===== src/rtl/seg_pol_pkg.sv =====
package seg_pol_pkg;
   typedef enum logic [1:0] {
      ST_IDLE    = 2'd0,
      ST_COLLECT = 2'd1,
      ST_PENDING = 2'd2
   } pol_state_e;

   localparam logic [3:0] POL_CMD_CODE = 4'b0010;
   localparam int         HEAD_BITS    = 3;
   localparam int         TAIL_BITS    = 7;
endpackage


===== src/rtl/pol_seq_ctrl.sv =====
module pol_seq_ctrl
   import seg_pol_pkg::*;
(
   input  logic       clk,
   input  logic       rst_n,
   input  logic       byte_valid,
   input  logic [7:3] byte_hi,
   input  logic       reply_ack,
   output logic       start,
   output logic       take,
   output logic       commit,
   output logic       busy,
   output logic       done,
   output logic       proto_err
);
   pol_state_e state_q, state_d;
   logic       is_pol;
   logic       bad;
   logic       err_q;

   assign is_pol = (byte_hi[6:3] == POL_CMD_CODE);
   assign start  = byte_valid && (state_q == ST_IDLE) && is_pol && byte_hi[7];
   assign take   = byte_valid && (state_q == ST_COLLECT);
   assign commit = take && !byte_hi[7];
   assign bad    = byte_valid && is_pol &&
                   (((state_q == ST_IDLE) && !byte_hi[7]) || (state_q == ST_PENDING));

   always_comb begin
      state_d = state_q;
      unique case (state_q)
         ST_IDLE:    if (start)     state_d = ST_COLLECT;
         ST_COLLECT: if (commit)    state_d = ST_PENDING;
         ST_PENDING: if (reply_ack) state_d = ST_IDLE;
         default:                   state_d = ST_IDLE;
      endcase
   end

   always_ff @(posedge clk or negedge rst_n) begin
      if (!rst_n) begin
         state_q <= ST_IDLE;
         err_q   <= 1'b0;
      end else begin
         state_q <= state_d;
         err_q   <= bad;
      end
   end

   assign busy      = (state_q != ST_IDLE);
   assign done      = (state_q == ST_PENDING);
   assign proto_err = err_q;


   done_rise_chk: assert property (@(posedge clk) disable iff (!rst_n)
      commit |=> done);

   done_hold_chk: assert property (@(posedge clk) disable iff (!rst_n)
      (done && !reply_ack) |=> done);

   busy_start_chk: assert property (@(posedge clk) disable iff (!rst_n)
      start |=> (busy && !done));

   err_pulse_chk: assert property (@(posedge clk) disable iff (!rst_n)
      (proto_err && !bad) |=> !proto_err);

   err_busy_chk: assert property (@(posedge clk) disable iff (!rst_n)
      (byte_valid && is_pol && !byte_hi[7] && !busy) |=> (proto_err && !busy));
endmodule


===== src/rtl/pol_bit_packer.sv =====
module pol_bit_packer
   import seg_pol_pkg::*;
#(
   parameter int NSEG = 14
) (
   input  logic            clk,
   input  logic            rst_n,
   input  logic            start,
   input  logic            take,
   input  logic [6:0]      byte_lo,
   output logic [NSEG-1:0] shadow_nxt
);
   localparam int LAST_BYTE = (NSEG <= HEAD_BITS) ? 0 :
                              ((NSEG - HEAD_BITS - 1) / TAIL_BITS + 1);
   localparam int CNT_MAX   = LAST_BYTE + 1;
   localparam int CW        = $clog2(CNT_MAX + 1);

   logic [NSEG-1:0] shadow_q;
   logic [CW-1:0]   cnt_q;

   for (genvar i = 0; i < NSEG; i++) begin : g_seg
      localparam int BYTE_NO = (i < HEAD_BITS) ? 0 : ((i - HEAD_BITS) / TAIL_BITS + 1);
      localparam int BIT_POS = (i < HEAD_BITS) ? (HEAD_BITS - 1 - i) :
                               (TAIL_BITS - 1 - ((i - HEAD_BITS) % TAIL_BITS));
      logic bit_n;
      if (BYTE_NO == 0) begin : g_head
         always_comb begin
            bit_n = shadow_q[i];
            if (start) bit_n = byte_lo[BIT_POS];
         end
      end else begin : g_tail
         always_comb begin
            bit_n = shadow_q[i];
            if (start)
               bit_n = 1'b0;
            else if (take && (cnt_q == CW'(BYTE_NO)))
               bit_n = byte_lo[BIT_POS];
         end
      end
      assign shadow_nxt[i] = bit_n;
   end

   always_ff @(posedge clk or negedge rst_n) begin
      if (!rst_n) begin
         shadow_q <= '0;
         cnt_q    <= '0;
      end else begin
         shadow_q <= shadow_nxt;
         if (start)
            cnt_q <= CW'(1);
         else if (take && (cnt_q != CW'(CNT_MAX)))
            cnt_q <= cnt_q + CW'(1);
      end
   end


   cnt_bound_chk: assert property (@(posedge clk) disable iff (!rst_n)
      cnt_q <= CW'(CNT_MAX));

   cnt_restart_chk: assert property (@(posedge clk) disable iff (!rst_n)
      start |=> (cnt_q == CW'(1)));
endmodule


===== src/rtl/pol_seg_store.sv =====
module pol_seg_store #(
   parameter int NSEG = 14
) (
   input  logic            clk,
   input  logic            rst_n,
   input  logic            power_on,
   input  logic            commit,
   input  logic [NSEG-1:0] shadow_nxt,
   output logic [NSEG-1:0] seg_q
);
   always_ff @(posedge clk or negedge rst_n) begin
      if (!rst_n)        seg_q <= '0;
      else if (power_on) seg_q <= '0;
      else if (commit)   seg_q <= shadow_nxt;
   end


   pwr_clear_chk: assert property (@(posedge clk) disable iff (!rst_n)
      power_on |=> (seg_q == '0));

   seg_hold_chk: assert property (@(posedge clk) disable iff (!rst_n)
      (!power_on && !commit) |=> $stable(seg_q));

   seg_load_chk: assert property (@(posedge clk) disable iff (!rst_n)
      (commit && !power_on) |=> (seg_q == $past(shadow_nxt)));
endmodule


===== src/rtl/seg_polarity_unpacker.sv =====
module seg_polarity_unpacker #(
   parameter int NSEG = 14
) (
   input  logic            clk,
   input  logic            rst_n,
   input  logic            byte_valid,
   input  logic [7:0]      byte_data,
   input  logic            reply_ack,
   input  logic            power_on,
   output logic [NSEG-1:0] seg_reverse,
   output logic            done,
   output logic            busy,
   output logic            proto_err
);
   if (NSEG < 1 || NSEG > 256) begin : g_bad_nseg
      $error("seg_polarity_unpacker: NSEG out of range 1..256");
   end

   logic start, take, commit;
   logic [NSEG-1:0] shadow_nxt;

   pol_seq_ctrl u_ctrl (
      .clk        (clk),
      .rst_n      (rst_n),
      .byte_valid (byte_valid),
      .byte_hi    (byte_data[7:3]),
      .reply_ack  (reply_ack),
      .start      (start),
      .take       (take),
      .commit     (commit),
      .busy       (busy),
      .done       (done),
      .proto_err  (proto_err)
   );

   pol_bit_packer #(.NSEG(NSEG)) u_pack (
      .clk        (clk),
      .rst_n      (rst_n),
      .start      (start),
      .take       (take),
      .byte_lo    (byte_data[6:0]),
      .shadow_nxt (shadow_nxt)
   );

   pol_seg_store #(.NSEG(NSEG)) u_store (
      .clk        (clk),
      .rst_n      (rst_n),
      .power_on   (power_on),
      .commit     (commit),
      .shadow_nxt (shadow_nxt),
      .seg_q      (seg_reverse)
   );


   busy_done_chk: assert property (@(posedge clk) disable iff (!rst_n)
      done |-> busy);
endmodule


===== config.mk =====
export PLATFORM = sky130hd
export DESIGN_NAME = seg_polarity_unpacker
export DESIGN_NICKNAME = d
export VERILOG_FILES = /design/src/rtl/seg_pol_pkg.sv /design/src/rtl/pol_seq_ctrl.sv /design/src/rtl/pol_bit_packer.sv /design/src/rtl/pol_seg_store.sv /design/src/rtl/seg_polarity_unpacker.sv
export SDC_FILE = /design/constraint.sdc
export NUM_CORES = 1
export LEC_CHECK = 0
export BUFFER_PORTS_ARGS = -buffer_cell sky130_fd_sc_hd__buf_2
export CORE_MARGIN = 2
export CORE_UTILIZATION = 45
export DETAILED_ROUTE_END_ITERATION = 8
export MAX_ROUTING_LAYER = met4
export PLACE_DENSITY_LB_ADDON = 0.08
export SLEW_MARGIN = 10
export SYNTH_ARGS = -nofsm -noshare
export SYNTH_HDL_FRONTEND = slang
export SYNTH_SLANG_ARGS = --single-unit

===== constraint.sdc =====
create_clock -name clk -period 1.95 [get_ports clk]
set_input_delay 0.195 -clock clk [delete_from_list [all_inputs] [get_ports clk]]
set_output_delay 0.195 -clock clk [all_outputs]
set_load 0.05 [all_outputs]

# Yosys cells after proc, flatten, opt, wreduce, memory -nomap -nowiden
# Index checks and enable logic that the tools add are counted.
# word_totals
output_inout_bits,17
in_bits,13
wordCells,66
register_bits,33
# op_classes
n_reduce_logical,18
mux,33
eq_ne,9
n_addsub,1
# op_table
operator,count
14-bit two-way mux,2
1-bit two-way mux,25
1-bit logical AND,11
2-bit two-way mux,5
2-bit != test (second input constant),4
2-bit one-hot mux with 3 select lines,1
2-bit nonzero test,3
2-bit by 1-bit == test with 1-bit output (second input constant),2
2-bit == test (second input constant),2
4-bit by 2-bit == test with 1-bit output (second input constant),1
3-bit AND reduction,1
2-bit by 1-bit adder with 2-bit output (second input constant),1
2-bit zero test,1
1-bit zero test,1
1-bit logical OR,1

# Longest topological paths before layout
# Gate-level depths: netlist of run 1.
# logic_depth
depth_word,7
depth_mapped,6
mapped_depth_nobuf,5

# Modules after synthesis
# From an unflattened synthesis of run 1, not the netlist that was laid out.
# hier_totals
cells_unflattened,144
area_unflattened_um2,1637.8
# modules_own_cells
mod,n_inst,seq_area_each_um2,cells_each,area_each_um2
pol_bit_packer,1,400.4,79,878.3
pol_seg_store,1,350.3,45,578.1
pol_seq_ctrl,1,75.1,20,181.4

# Worst setup path before layout of run 1
# OpenSTA, ideal clock, no wires.
# synth_path
path_type,reg-to-reg
start,register u_ctrl.state_q[0]
end,register u_ctrl.state_q[1]
path_stages_with_launch,4
setup_ps,67
path_slack_ps,462
required_ps,1883
path_buffers,1
arrival_time_ps,1422
synth_period_minus_slack_ps,1488
cell_sequence,dfrtp_1 > buf_6 > nor2b_1 > a21o_1
# synth_via
word_cells_on_any_way,13
classes_between,eq/ne (5); mux (1); reduce/logical (7)
# synth_rtl
item,line,rtl
from (decl),pol_seq_ctrl.sv:16,"pol_state_e state_q, state_d;"
from (signal assigned),pol_seq_ctrl.sv:43,state_q <= state_d;
2-bit == test (*),-,
via done,seg_polarity_unpacker.sv:11,"output logic done,"
2-bit != test (no source line),-,
3-bit AND reduction (no source line),-,
# The timed path passes the listed nets; every way through them passes the cells marked *.
# A chain may end at the register's enable or synchronous reset.

# Worst setup path after layout of run 1
# layout_path
start,register u_ctrl.state_q[0]
end,output port busy
# layout_via
elab_chain_len,1
# layout_rtl
item,line,rtl
2-bit nonzero test,pol_seq_ctrl.sv:48,assign busy = (state_q != ST_IDLE);
to (decl),seg_polarity_unpacker.sv:12,"output logic busy,"
# No other way between the ends.

==> impl_metrics.json, run 1 <==
{
  "power.density_nw_per_um2": 1060,
  "synth_top_area_frac": 0.583,
  "start_util": 0.468,
  "timing.hold.worst_path_depth": 2,
  "gp_congestion": 0.696,
  "overflow": 0,
  "synth_top_flop_cell": "dfrtp_1",
  "relSlewSlack": 0.521,
  "tightestPinTransition_ns": 0.719,
  "wl_per_cell_um": 14.2,
  "drt_iter0_markers": 54,
  "cts.path.max_buffers": 2,
  "synth_cell_types": 26,
  "num_antenna_cells": 0,
  "syn_inst": 108,
  "met2_wirelength_um": 1150,
  "drv_slew": 0,
  "reg2reg_to": "u_pack.shadow_q[2]$_DFF_PN0_",
  "drive_gt1_frac": 0.310,
  "holdPathEnd": "u_pack.shadow_q[0]$_DFF_PN0_",
  "status": "completed",
  "synth_area_leaders": "dfrtp_1 58%, mux2i_1 7.8%, o2bb2ai_1 6.8%",
  "synth_edf_count": 0,
  "cp-end-kind": "output pin",
  "viasPerCell": 4.91,
  "crit_slowest_cell": "dfrtp_1",
  "critical_path_class": "flop to output pin",
  "final_nets": 158,
  "synth_most_common_cell": "dfrtp_1",
  "worst-r2r-cell-count": 3,
  "grt_max_degree": 34,
  "tns_ns": 0,
  "core_area_um2": 3030,
  "synthesis.area_um2": 1420,
  "drc": 0,
  "insertion_delay_ns": 0.33,
  "vias": 913,
  "pin_count": 30,
  "cts.sinks": 33,
  "crit_fanout": 9,
  "p_leak_nw": 0.925,
  "rr_startpoint": "u_ctrl.state_q[0]$_DFFE_PN0P_",
  "chipWidth_um": 60.1,
  "cap_viol_max_count": 0,
  "htree_levels": 2,
  "maxUsedRoutingLayer": "met4",
  "post-route-util": 0.550,
  "synth.avg_cell_area_um2": 13.1,
  "syn2layout_area_growth_pct": 17.5,
  "antenna_found_initial": 0,
  "ys_warn_count": 0,
  "drtPass1Iterations": 4,
  "dieHeight_um": 60.1,
  "min_period_ns": 1.55,
  "met1_length_um": 1270,
  "cts_resized": 0,
  "drt_wl_total_um": 2630,
  "reg2reg_slack_ns": 0.40,
  "max_clock_freq_ghz": 0.646,
  "fin_crit_sh": 0.794,
  "port_buffers": 29,
  "worstPathArrival_ns": 1.35,
  "ys_seq_area_frac": 0.583,
  "synthArstFlopShare": 1.00,
  "synth.top_cells.by_count": "33 x dfrtp_1, 12 x nor2_1, 11 x mux2i_1, 11 x o2bb2ai_1, 5 x nor2b_1",
  "crit_required_ns": 1.75,
  "cts_tree": "done",
  "slowest_delay_ns": 0.50,
  "dp_hpwl_um": 1900,
  "setup_viol": 0,
  "cts_made_buffers": 5,
  "hold_path_class": "input port to flop",
  "synth_nets": 124,
  "path_clk_slew_ns": 0.10,
  "dieArea_um2": 3610,
  "path_cells": "or2_2 -> buf_2",
  "root_buffer": "clkbuf_4",
  "grt_pass1_wl_um": 4440,
  "fillers": 286,
  "drtAntennaViolNets": 0,
  "ys_ff_latch": 33,
  "synth_area_leader_cell": "dfrtp_1",
  "cp_num_buf_inv": 1,
  "rsz0062_at_grt": "no",
  "grt_pass1_vias": 970,
  "cp_top_family": "flip-flops",
  "skew_ns": 0.00421,
  "min_from": "byte_data[2]",
  "wl_met3_um": 168,
  "hold_viol": 0,
  "hold_ws_ns": 0.0918,
  "peakVddDrop_mv": 0.516,
  "p_total_mw": 1.77,
  "startpoint_type": "flop",
  "num_rows": 20,
  "grt_usage": 0.180
}
==> power by group <==
| part | internal, mW | switching (mW) | leakage, nW |
|---|---|---|---|
| Combinational | 0.179 | 0.271 | 0.453 |
| Sequential | 0.836 | 0.0838 | 0.441 |
| Clock | 0.169 | 0.232 | 0.0303 |
==> layout make-up <==
| class | instances | area, µm² | area share |
|---|---|---|---|
| Tap cell | 44 | 55.1 | 0.0331 |
| Sequential cell | 33 | 826 | 0.496 |
| Timing Repair Buffer | 33 | 178 | 0.107 |
| Clock buffer | 6 | 51.3 | 0.0308 |
| Clock inverter | 1 | 7.51 | 0.00451 |
| Inverter | 4 | 15.0 | 0.00902 |
| Multi-Input combinational cell | 65 | 532 | 0.320 |
==> per-stage QoR <==
step	setup WS [ns]	instances	instance area (µm²)
2_1_floorplan	0.462	108	1420
3_3_place_gp	0.459	178	1600
3_5_place_dp	0.408	178	1600
4_1_cts	0.393	186	1660
5_1_grt	0.334	186	1660
6_report	0.402	186	1660
==> kinds of logic (layout without fill, tap and decap cells) <==
group                    Yosys count  after routing  synth area share
AND/OR/NAND/NOR                   29             29             0.134
XOR/XNOR                           1              1           0.00618
AO/OA/AOI/OAI                     18             18             0.107
buffers and inverters             10             44            0.0415
multiplexers                      14             14             0.102
flip-flops                        33             33             0.583
adder cells (fa/ha/maj)            3              3            0.0265
==> metal layers <==
metal,GRT usage,up-vias
met5,-,-
met4,0.0762,0
met3,0.0649,5
met2,0.267,28
met1,0.221,432
li1,-,448
==> how the worst max path moves through the flow <==
stage | to | depth (start not counted) | from
global route | u_pack.shadow_q[2]$_DFF_PN0_ | 3 | u_ctrl.state_q[0]$_DFFE_PN0P_
finish | busy | 2 | u_ctrl.state_q[0]$_DFFE_PN0P_
global placement | u_pack.shadow_q[0]$_DFF_PN0_ | 3 | u_ctrl.state_q[0]$_DFFE_PN0P_
detailed placement | u_pack.shadow_q[2]$_DFF_PN0_ | 3 | u_ctrl.state_q[0]$_DFFE_PN0P_
floorplan | u_ctrl.state_q[1]$_DFFE_PN0P_ | 3 | u_ctrl.state_q[0]$_DFFE_PN0P_
CTS | busy | 2 | u_ctrl.state_q[0]$_DFFE_PN0P_
==> cell usage in the layout (no fill, tap or decap), types with 2 or more instances in the layout <==
cell	synthesis	layout
a22o_1	3	3
nor2b_1	5	5
clkbuf_4	0	5
nand4b_1	2	2
dfrtp_1	33	33
o2bb2ai_1	11	11
inv_1	4	4
mux2i_1	11	11
nor2_1	12	12
buf_4	3	3
nand2b_1	3	3
and4bb_2	2	2
ha_1	3	3
buf_2	1	29
mux2_1	3	3
==> worst reg2reg max path: cells and delay by family (launching register included) <==
kind,cells,cell delay (ns)
and+or+nand+nor,2,0.59
muxes,1,0.35
DFF,1,0.50
==> flip-flops by register name, indices dropped and copies added, names as in the netlist <==
signal	cells
u_pack.cnt_q	2
u_pack.shadow_q	14
u_ctrl.state_q	2
u_store.seg_q	14
u_ctrl.proto_err	1
==> repair_timing <==
item | 4_1_cts | 5_1_grt
setup endpoints to repair | 0 | 0
hold buffers | 1 | 0
endpoints found under the hold margin | 33 | 0
setup buffers | 0 | 0
(Power assumes the default switching activity.)
==> run 2, diff against run 1 <==
--- a/config.mk
+++ b/config.mk
@@ -5,6 +5,7 @@
 export SDC_FILE = /design/constraint.sdc
 export NUM_CORES = 1
 export LEC_CHECK = 0
+export ABC_AREA = 1
 export BUFFER_PORTS_ARGS = -buffer_cell sky130_fd_sc_hd__buf_2
 export CORE_MARGIN = 2
 export CORE_UTILIZATION = 45
==> constraint.sdc (replaced) <==
create_clock -name clk -period 1.3 [get_ports clk]
set_input_delay 0.13 -clock clk [delete_from_list [all_inputs] [get_ports clk]]
set_output_delay 0.13 -clock clk [all_outputs]
set_load 0.05 [all_outputs]
==> impl_metrics.json, run 2 <==
{
  "setup_viol": 25,
  "drt_wl_total_um": 3950,
  "fin_cells": 286,
  "synthArstFlopShare": 1.00,
  "drc": 0,
  "post-route-util": 0.664,
  "drt_iter0_markers": 69,
  "num_antenna_cells": 0,
  "cts.path.max_buffers": 2,
  "dieHeight_um": 63.4,
  "cts_tree": "done",
  "ys_ff_latch": 33,
  "core_area_um2": 3360,
  "min_period_ns": 1.34,
  "path_cells": "inv_2 -> buf_4 -> nand2_4 -> nor2_2 -> nand3_2 -> buf_12 -> and2_1",
  "crit_required_ns": 1.51,
  "p_leak_nw": 1.24,
  "power.density_nw_per_um2": 1370,
  "synth_top_flop_cell": "dfrtp_1",
  "insertion_delay_ns": 0.33,
  "vias": 1370,
  "synthesis.area_um2": 1590,
  "drtAntennaViolNets": 0,
  "dp_hpwl_um": 2410,
  "critical_path_class": "flop to flop",
  "cts_made_buffers": 5,
  "peakVddDrop_mv": 0.982,
  "rr_startpoint": "u_ctrl.state_q[1]$_DFFE_PN0P_",
  "fin_crit_sh": 1.03,
  "hold_path_class": "input port to flop",
  "final_nets": 255,
  "timing.hold.worst_path_depth": 5,
  "crit_slowest_cell": "dfrtp_1",
  "mostFrequentLayoutCells": "47 x nand2_1, 32 x dfrtp_1, 27 x buf_2",
  "viasPerCell": 4.79,
  "tightestPinTransition_ns": 0.357,
  "worst-r2r-cell-count": 7,
  "overflow": 0,
  "fillers": 325,
  "grt_usage": 0.216,
  "cap_viol_max_count": 0,
  "port_buffers": 29,
  "antenna_found_initial": 0,
  "largest_registers": "u_pack.shadow_q (14), u_store.seg_q (14)",
  "gp_congestion": 0.837,
  "grt_pass1_vias": 1375,
  "layout_commonest_cell": "nand2_1",
  "num_rows": 21,
  "holdPathEnd": "u_store.seg_q[9]$_DFFE_PN0P_",
  "rsz0062_at_grt": "yes",
  "min_from": "byte_data[0]",
  "worstPathArrival_ns": 1.55,
  "max_clock_freq_ghz": 0.747,
  "hold_viol": 0,
  "relSlewSlack": 0.762,
  "grt_max_degree": 24,
  "syn_inst": 186,
  "ys_warn_count": 0,
  "path_clk_slew_ns": 0.10,
  "reg2reg_to": "u_pack.shadow_q[5]$_DFF_PN0_",
  "chipWidth_um": 63.4,
  "dieArea_um2": 4020,
  "skew_ns": 0.0173,
  "root_buffer": "clkbuf_4",
  "pin_count": 30,
  "synth.avg_cell_area_um2": 8.54,
  "violations": "setup timing",
  "htree_levels": 2,
  "start_util": 0.472,
  "drv_slew": 0,
  "status": "finished, violations left",
  "slowest_delay_ns": 0.41,
  "startpoint_type": "flop",
  "synth_nets": 202,
  "grt_pass1_wl_um": 6460,
  "pre_cts_slack_ns": -0.0627,
  "ys_seq_area_frac": 0.520,
  "wl_per_cell_um": 13.8,
  "synth_area_leaders": "dfrtp_1 52%, nand2_1 17%, nand3_1 6.6%",
  "synth.top_cells.by_count": "70 x nand2_1, 33 x dfrtp_1, 21 x nand3_1",
  "reg2reg_slack_ns": -0.04,
  "synth_area_leader_cell": "dfrtp_1",
  "drive_gt1_frac": 0.454,
  "cts.sinks": 33,
  "synth_most_common_cell": "nand2_1",
  "synth_top_area_frac": 0.520,
  "dp_cells": 262,
  "syn2layout_area_growth_pct": 40.6,
  "drtPass1Iterations": 4,
  "cp-end-kind": "flop",
  "synth_edf_count": 0,
  "crit_fanout": 23,
  "setup_ws_ns": -0.0390,
  "synth_cell_types": 20
}
-- run 2: cell type report --
class	instances	area, µm²	area share
well taps	46	57.6	0.0258
multi-input cells	129	805	0.360
repair buffers	50	414	0.186
clock buffers	6	41.3	0.0185
clock inverters	2	10.0	0.00448
inverters	20	77.6	0.0348
flip-flops and latches	33	827	0.371
-- run 2: per-stage QoR --
step | setup TNS (ns) | instance area [µm²] | hold WS, ns | total power [mW]
6_report | -0.574 | 2230 | 0.155 | 3.05
5_1_grt | -2.80 | 2230 | 0.143 | 3.28
4_1_cts | -0.419 | 2090 | 0.142 | 2.92
3_5_place_dp | -0.748 | 1830 | 0.0538 | 2.15
3_3_place_gp | -0.217 | 1830 | 0.0506 | 2.12
2_1_floorplan | 0 | 1590 | -0.166 | 1.93
-- run 2: repair_timing --
action | in CTS | in global routing
pin swaps | 10 | 15
cloned | 2 | 0
hold endpoints to repair | 33 | 0
resized for setup | 23 | 33
hold buffers | 2 | 0
buffers inserted | 9 | 3
endpoints found under the setup margin | 24 | 32
-- run 2: cells by family after synthesis --
logic type	count (synthesis)	share of synthesized area
AND/OR/NAND/NOR	122	0.370
flip-flops	33	0.520
buffers and inverters	25	0.0749
AO/OA/AOI/OAI	3	0.0110
adder cells (fa/ha/maj)	3	0.0236
-- run 2: worst max path at each step --
stage / to / from / slack (ns)
global placement: u_pack.shadow_q[4]$_DFF_PN0_ / u_pack.cnt_q[1]$_DFFE_PN0P_ / -0.03
global route: u_store.seg_q[6]$_DFFE_PN0P_ / u_ctrl.state_q[0]$_DFFE_PN0P_ / -0.13
CTS: u_store.seg_q[9]$_DFFE_PN0P_ / u_ctrl.state_q[1]$_DFFE_PN0P_ / -0.05
finish: u_pack.shadow_q[5]$_DFF_PN0_ / u_ctrl.state_q[1]$_DFFE_PN0P_ / -0.04
floorplan: u_pack.shadow_q[11]$_DFF_PN0_ / u_ctrl.state_q[0]$_DFFE_PN0P_ / 0.004
detailed placement: u_pack.shadow_q[4]$_DFF_PN0_ / u_pack.cnt_q[1]$_DFFE_PN0P_ / -0.06
-- run 2: metal layers --
layer	up-vias	track usage	routed length, µm
met3	8	0.0607	188
met5	-	-	0
met2	34	0.357	2060
li1	679	-	-
met4	0	0.0707	50
met1	649	0.256	1660
-- run 2: report_power, final --
group / internal (mW) / switching (mW)
logic: 0.518 / 0.684
registers: 1.21 / 0.0919
clock network: 0.206 / 0.340
-- run 2: critical path: cells and delay by family, from the launching register on --
| family | cells | cell delay [ns] |
|---|---|---|
| buf+inv | 3 | 0.40 |
| flops | 1 | 0.41 |
| simple gates | 4 | 0.42 |
==> run 3, diff against run 2 <==
--- a/config.mk
+++ b/config.mk
@@ -11,7 +11,7 @@
 export CORE_UTILIZATION = 45
 export DETAILED_ROUTE_END_ITERATION = 8
 export MAX_ROUTING_LAYER = met4
-export PLACE_DENSITY_LB_ADDON = 0.08
+export PLACE_DENSITY = 0.79
 export SLEW_MARGIN = 10
 export SYNTH_ARGS = -nofsm -noshare
 export SYNTH_HDL_FRONTEND = slang
==> impl_metrics.json, run 3 (synthesis gave the netlist of run 2 again) <==
{
  "clockPowerShare": 0.186,
  "path_clk_slew_ns": 0.11,
  "num_antenna_cells": 0,
  "num_rows": 21,
  "crit_fanout": 5,
  "startpoint_type": "flop",
  "pwr-share-seq": 0.424,
  "antenna_found_initial": 0,
  "drtPass1Iterations": 4,
  "drt_wl_total_um": 3910,
  "setup_ws_ns": -0.0429,
  "combPwrFrac": 0.389,
  "setup_viol": 29,
  "overflow": 0,
  "final_nets": 255,
  "cts_made_buffers": 5,
  "largest_registers": "u_pack.shadow_q (14), u_store.seg_q (14)",
  "p_leak_nw": 1.19,
  "hold_path_class": "input port to flop",
  "port_buffers": 29,
  "reg2reg_slack_ns": -0.04,
  "power.density_nw_per_um2": 1420,
  "relSlewSlack": 0.732,
  "p_total_mw": 3.08,
  "syn2layout_area_growth_pct": 37.0,
  "status": "finished, violations left",
  "peakVddDrop_mv": 0.774,
  "viasPerCell": 4.93,
  "chipWidth_um": 63.4,
  "cts_tree": "done",
  "critical_path_class": "flop to flop",
  "rsz0062_at_grt": "yes",
  "pre_cts_slack_ns": -0.0778,
  "cts.sinks": 33,
  "cap_viol_max_count": 0,
  "insertion_delay_ns": 0.34,
  "gp_congestion": 0.807,
  "switchingPower_mw": 1.16,
  "max_clock_freq_ghz": 0.745,
  "wl_per_cell_um": 13.7,
  "dp_hpwl_um": 2200,
  "worst-r2r-cell-count": 8,
  "vias": 1411,
  "root_buffer": "clkbuf_4",
  "grt_pass1_wl_um": 6130,
  "mostFrequentLayoutCells": "53 x nand2_1, 32 x dfrtp_1, 27 x buf_2",
  "htree_levels": 2,
  "endpoint": "u_store.seg_q[1]$_DFFE_PN0P_",
  "startpoint": "u_ctrl.state_q[0]$_DFFE_PN0P_",
  "drtAntennaViolNets": 0,
  "tightestPinTransition_ns": 0.402,
  "drv_slew": 0,
  "drive_gt1_frac": 0.433,
  "fin_crit_sh": 1.03,
  "intPower_mw": 1.93,
  "violations": "setup timing",
  "dieArea_um2": 4020,
  "layout_commonest_cell": "nand2_1",
  "cts.path.max_buffers": 2,
  "worstPathArrival_ns": 1.63,
  "grt_usage": 0.206,
  "drt_iter0_markers": 61,
  "swShare": 0.375,
  "tns_ns": -0.629,
  "hold_viol": 0,
  "crit_required_ns": 1.59,
  "skew_ns": 0.00820,
  "rr_startpoint": "u_ctrl.state_q[0]$_DFFE_PN0P_",
  "cp-end-kind": "flop",
  "drc": 0,
  "pin_count": 30,
  "core_area_um2": 3360,
  "start_util": 0.472,
  "reg2reg_to": "u_store.seg_q[1]$_DFFE_PN0P_",
  "dieHeight_um": 63.4,
  "min_period_ns": 1.34,
  "grt_max_degree": 34,
  "grt_pass1_vias": 1301
}
## run 3: per-layer routing
layer	vias up	track usage	part of all wire
met5	-	-	0
met4	0	0.0571	0.034
met3	15	0.0500	0.058
met2	46	0.332	0.49
met1	674	0.261	0.42
li1	676	-	-
## run 3: worst min path at each step
| stage | from | endpoint | slack [ns] | cells after the start |
|---|---|---|---|---|
| floorplan | rst_n | u_ctrl.proto_err$_DFF_PN0_ | -0.17 | 0 |
| global placement | rst_n | u_store.seg_q[8]$_DFFE_PN0P_ | 0.17 | 2 |
| detailed placement | rst_n | u_store.seg_q[7]$_DFFE_PN0P_ | 0.18 | 2 |
| CTS | byte_data[1] | u_pack.shadow_q[8]$_DFF_PN0_ | 0.11 | 4 |
| global route | byte_data[0] | u_pack.shadow_q[9]$_DFF_PN0_ | 0.15 | 4 |
| finish | byte_data[0] | u_pack.shadow_q[9]$_DFF_PN0_ | 0.13 | 4 |
## run 3: critical path, cell delays in order, from the launching register on
cell     delay, ns
dfrtp_2       0.44
buf_4         0.15
inv_2         0.06
nand2_4       0.06
nor2_2        0.19
nand2_2       0.13
nand2_1       0.11
nand3_1       0.08
nand2_1       0.07
## run 3: final cells by class
| class | count | area (µm²) |
|---|---|---|
| clock buffer | 5 | 37.5 |
| multi-input combinational | 129 | 777 |
| sequential | 33 | 827 |
| timing repair buffer | 50 | 380 |
| tap | 46 | 57.6 |
| inverter | 20 | 77.6 |
| fill | 297 | 1190 |
| clock inverter | 3 | 17.5 |
## run 3: repair_timing
item / in CTS / in global routing
hold endpoints to repair: 34 / 0
gates resized for setup: 16 / 32
hold buffers: 2 / 0
gates cloned: 2 / 0
buffers inserted: 11 / 4
setup endpoints to repair: 24 / 32
pin swaps: 9 / 22
## run 3: power groups by stage
stage	combinational [mW]	clock, mW	sequential [mW]
floorplan	0.580	0	1.35
global placement	0.783	0	1.32
detailed placement	0.812	0	1.33
CTS	1.03	0.590	1.30
global route	1.30	0.633	1.33
finish	1.20	0.574	1.31
## run 3: stage by stage
stage,hold slack [ns],instance area (µm²),utilization,instances
CTS,0.110,2080,0.618,284
floorplan,-0.166,1590,-,186
finish,0.128,2170,0.647,286
global route,0.153,2170,0.647,286
detailed placement,0.175,1810,0.539,261
global placement,0.174,1810,0.539,261
